**config.mk**
```make
export PLATFORM = sky130hd
export DESIGN_NAME = wdt_freq_recover
export DESIGN_NICKNAME = d
export VERILOG_FILES = /design/src/rtl/wdt_freq_recover.sv
export SDC_FILE = /design/constraint.sdc
export NUM_CORES = 1
export LEC_CHECK = 0
export BUFFER_PORTS_ARGS = -buffer_cell sky130_fd_sc_hd__buf_4
export CORE_MARGIN = 2
export CORE_UTILIZATION = 45
export DETAILED_ROUTE_END_ITERATION = 8
export MAX_ROUTING_LAYER = met4
export PLACE_DENSITY = 0.71
export SKIP_LAST_GASP = 1
export SYNTH_ARGS = -nofsm -noshare
export SYNTH_HDL_FRONTEND = slang
export SYNTH_SLANG_ARGS = --single-unit
```
**constraint.sdc**
```tcl
create_clock -name clk -period 3.15 [get_ports clk]
set_clock_uncertainty 0.15 [all_clocks]
set_input_delay 0 -clock clk [delete_from_list [all_inputs] [get_ports clk]]
set_output_delay 0 -clock clk [all_outputs]
set_load 0.005 [all_outputs]
```
**src/rtl/wdt_freq_recover.sv**
```systemverilog
module wdt_freq_recover #(
  parameter int CLK_KHZ = 14318,
  parameter int RST_LEN = 16,
  parameter int CODE_W  = 9
) (
  input  logic              clk,
  input  logic              rst_n,
  input  logic              cfg_wr,
  input  logic              wd_enable,
  input  logic              scale_long,
  input  logic [2:0]        timeout_mult,
  input  logic              action_reset_only,
  input  logic              recover_from_prog,
  input  logic [CODE_W-1:0] sw_code,
  input  logic [CODE_W-1:0] hw_code,
  input  logic [CODE_W-1:0] prog_code,
  output logic              alarm,
  output logic              sys_reset,
  output logic [CODE_W-1:0] freq_code
);
  localparam int SHORT_CYC = CLK_KHZ * 294;
  localparam int LONG_CYC  = CLK_KHZ * 2340;
  localparam int PW        = $clog2(LONG_CYC + 1);
  localparam int RW        = $clog2(RST_LEN + 1);

  logic [PW-1:0]     pre_q;
  logic [2:0]        units_q;
  logic              running_q;
  logic              alarm_q;
  logic [RW-1:0]     rst_q;
  logic              recov_q;
  logic [CODE_W-1:0] rec_code_q;

  wire [PW-1:0] unit_last = scale_long ? PW'(LONG_CYC - 1) : PW'(SHORT_CYC - 1);
  wire load   = cfg_wr && wd_enable;
  wire tick   = running_q && wd_enable && !cfg_wr && (pre_q >= unit_last);
  wire expire = tick && (units_q == 3'd1);

  always_ff @(posedge clk or negedge rst_n) begin
    if (!rst_n) begin
      running_q <= 1'b0;
      pre_q     <= '0;
      units_q   <= '0;
    end else if (load) begin
      running_q <= 1'b1;
      pre_q     <= '0;
      units_q   <= (timeout_mult == 3'd0) ? 3'd1 : timeout_mult;
    end else if (!wd_enable) begin
      running_q <= 1'b0;
    end else if (running_q) begin
      if (tick) begin
        pre_q <= '0;
        if (expire) running_q <= 1'b0;
        else        units_q   <= units_q - 3'd1;
      end else begin
        pre_q <= pre_q + 1'b1;
      end
    end
  end

  always_ff @(posedge clk or negedge rst_n) begin
    if (!rst_n) begin
      alarm_q    <= 1'b0;
      rst_q      <= '0;
      recov_q    <= 1'b0;
      rec_code_q <= '0;
    end else begin
      if (expire)                                alarm_q <= 1'b1;
      else if (cfg_wr && timeout_mult == 3'd0)   alarm_q <= 1'b0;

      if (expire)              rst_q <= RW'(RST_LEN);
      else if (rst_q != '0)    rst_q <= rst_q - 1'b1;

      if (expire && !action_reset_only) begin
        recov_q    <= 1'b1;
        rec_code_q <= recover_from_prog ? prog_code : hw_code;
      end else if (cfg_wr) begin
        recov_q    <= 1'b0;
      end
    end
  end

  assign alarm     = alarm_q;
  assign sys_reset = (rst_q != '0);
  assign freq_code = recov_q ? rec_code_q : sw_code;

  int hi_run;
  always_ff @(posedge clk or negedge rst_n) begin
    if (!rst_n) hi_run <= 0;
    else        hi_run <= sys_reset ? hi_run + 1 : 0;
  end

  assert_pulse_sets_alarm_R6: assert property (@(posedge clk) disable iff (!rst_n)
    $rose(sys_reset) |-> alarm);

  assert_alarm_sticky_R6: assert property (@(posedge clk) disable iff (!rst_n)
    (alarm && !(cfg_wr && timeout_mult == 3'd0)) |=> alarm);

  assert_quiet_when_off_R5: assert property (@(posedge clk) disable iff (!rst_n)
    !wd_enable |=> !$rose(sys_reset));

  assert_pulse_width_R7: assert property (@(posedge clk) disable iff (!rst_n)
    $fell(sys_reset) |-> (hi_run == RST_LEN));

  assert_recovery_code_R9: assert property (@(posedge clk) disable iff (!rst_n)
    ($rose(sys_reset) && !$past(action_reset_only)) |->
      (freq_code == ($past(recover_from_prog) ? $past(prog_code) : $past(hw_code))));

  assert_no_restore_R8: assert property (@(posedge clk) disable iff (!rst_n)
    ($rose(sys_reset) && $past(action_reset_only) && !$past(cfg_wr) &&
     $past(freq_code) == $past(sw_code)) |-> (freq_code == sw_code));
endmodule

```
==> results.toml <==
[run_status]
status = "finished clean"

[clocking]
cts_buffers = 5
cts_sinks = 45
clock_path_buffers = 2
cts.reportedPaths.clkPinSlew_ns = 0.09
post_cts_resized = 0
clk_latency_ns = 0.30
root_buffer = "clkbuf_8"
h-tree-depth = 2
cts_tree = "done"

[critical_path]
slowest_delay_ns = 0.52
arrival_ns = 2.76
cp-start-kind = "flop"
critPathSlowestCell = "a22o_1"
cp.required_ns = 3.21
path_cells = "ha_1 -> a31oi_1 -> nor2b_1 -> nor4_2 -> nand3_1 -> a22o_1 -> a311oi_1"
crit_type = "reg2reg"
cp-end-kind = "flop"
cp_max_fo = 23
path_delay_family = "compound AO/OA/AOI/OAI gates"
path_buf_inv = 0

[sta]
worst_slew_pin_slew_ns = 0.912
fmax_mhz = 370
finalHoldViolations = 0
setup_viol_count_final = 0
layout_setup_ws_ns = 0.447
post-route-period-util_pct = 85.8
period_minus_slack_ns = 2.70
tns_ns = 0
drv_slew = 0
rsz0062_at_grt = "false"
relSlewSlack_pct = 38.7

[global_route]
grt_pass1_vias = 2116
gr-total-overflow = 0
grt_usage_pct = 18.8
antenna_found_initial = 0
grt_max_degree = 46
grt_pass1_wl_um = 9430

[floorplan]
start_util_pct = 45.8
die-area_mm2 = 0.00656
ios = 48
rows = 28
design.core.area_mm2 = 0.00582
die_h_um = 81.0
die_w_um = 81.0

[detailed_routing]
viasPerCell = 5.30
drt_wl_total_um = 5720
drc = 0
vias = 2163
first_iter_violations = 109
first_pass_iters = 4
ant_nets = 0
wire_per_inst_um = 14.0

[place]
port_buffers = 47
dp_hpwl_um = 3890
dp_slack_ns = 0.433
gp_congestion = 0.813
place_inst = 374

[power]
p_total_mw = 1.44
peakVddDrop_mv = 0.197
p_leak_nw = 1.64
power_density_mw_per_mm2 = 412

[finish]
n_antenna_cell = 0
final_cells = 408
drive_above_1_share_pct = 27.0
syn_to_final_growth_pct = 30.8
final_common_cell = "buf_4"
layout.nets = 384
final_cell_mix = "buf_4, dfrtp_1, nor2_1"

[synthesis]
syn_inst = 255
ys_types = 46
synth_area_per_cell_um2 = 10.5
syn_area_mm2 = 0.00267
ys.flop_type = "dfrtp_1"
async_reset_ff_share_pct = 100
synth_seq_area_share_pct = 42.2
synth_edf_count = 0
ys_ff_latch = 45
syn_nets = 307
yosysWarnings = 0

[hold_path]
hold_class = "in2reg"

[flow_run]
maxCapViolations = 0
## registers in the layout, indices dropped and copies added (netlist names)
signal,flops
rst_q,5
recov_q,1
rec_code_q,9
running_q,1
pre_q,25
units_q,3
alarm,1
## final cells by class
class	count	area [um2]
clock inverters	3	65.1
well taps	75	93.8
repair buffers	76	636
fillers	474	2330
multi-input cells	195	1460
flip-flops and latches	45	1130
inverters	9	33.8
clock buffers	5	68.8
## cells in the mapped netlist (all sizes together), types with 2 or more instances
cell type | number | area (um2)
nand2 | 14 | 52.6
dfrtp | 45 | 1130
a21oi | 3 | 15.0
nand2b | 3 | 18.8
a21o | 2 | 15.0
ha | 15 | 188
nor2b | 3 | 18.8
nand4 | 9 | 62.6
and3 | 2 | 12.5
a31oi | 3 | 18.8
a22o | 2 | 17.5
mux2 | 27 | 334
a311oi | 2 | 35.0
buf | 5 | 38.8
o21ai | 2 | 10.0
nor4 | 5 | 37.5
inv | 9 | 33.8
xor2 | 15 | 131
a211oi | 2 | 15.0
nand3 | 12 | 60.1
and4 | 3 | 26.3
a211o | 2 | 17.5
xnor2 | 10 | 87.6
nor2 | 42 | 158
nor3 | 5 | 30.0
## logic make-up after synthesis
| logic type | Yosys count | synth area share (%) |
|---|---|---|
| buf+inv | 15 | 2.86 |
| fa+ha+maj | 15 | 7.04 |
| mux | 28 | 12.9 |
| flops | 45 | 42.2 |
| xor+xnor | 25 | 8.21 |
| simple gates | 101 | 18.8 |
| compound gates | 26 | 7.93 |
## worst register-to-register path, stage by stage (launching register included)
cell      delay (ns)
dfrtp_1         0.42
ha_1            0.32
a31oi_1         0.18
nor2b_1         0.07
nor4_2          0.46
nand3_1         0.16
a22o_1          0.52
a311oi_1        0.33
## report_power, final
group | leakage (nW) | internal [mW] | total (mW) | switching, mW
Combinational | 0.963 | 0.153 | 0.272 | 0.120
Sequential | 0.609 | 0.621 | 0.656 | 0.0355
Clock | 0.0681 | 0.315 | 0.507 | 0.192
## repair_timing
action,CTS,global route
hold buffers,26,0
hold endpoints to repair,63,0
buffers inserted,0,0
## per-stage QoR
stage / hold slack [ns] / utilization (%) / cell area [um2]
after floorplan: -0.446 / - / 2670
after global placement: -0.111 / 53.2 / 3090
after detailed placement: -0.112 / 53.2 / 3090
after CTS: 0.0565 / 60.0 / 3490
after global routing: 0.0576 / 60.0 / 3490
final: 0.0605 / 60.0 / 3490
## final timing paths
path	endpoint	depth (start not counted)	slack, ns	from
max in group asynchronous	pre_q[17]	2	2.36	rst_n
worst max-delay path	pre_q[5]	7	0.45	pre_q[23]
worst min register to register	rec_code_q[7]	1	0.34	rec_code_q[7]
worst max register to register	pre_q[5]	7	0.45	pre_q[23]
worst min-delay path	recov_q	3	0.06	action_reset_only
min in group asynchronous	units_q[1]	2	0.07	rst_n
## layer usage
| metal | wire length (um) | track usage, % | part of all wire, % | up-vias |
|---|---|---|---|---|
| met3 | 452 | 4.78 | 7.9 | 8 |
| met5 | 0 | - | 0 | - |
| met1 | 2560 | 23.5 | 45 | 1027 |
| met4 | 55 | 4.24 | 0.96 | 0 |
| met2 | 2660 | 30.7 | 46 | 75 |
| li1 | - | - | - | 1053 |
Power figures use the tool's default switching activity.
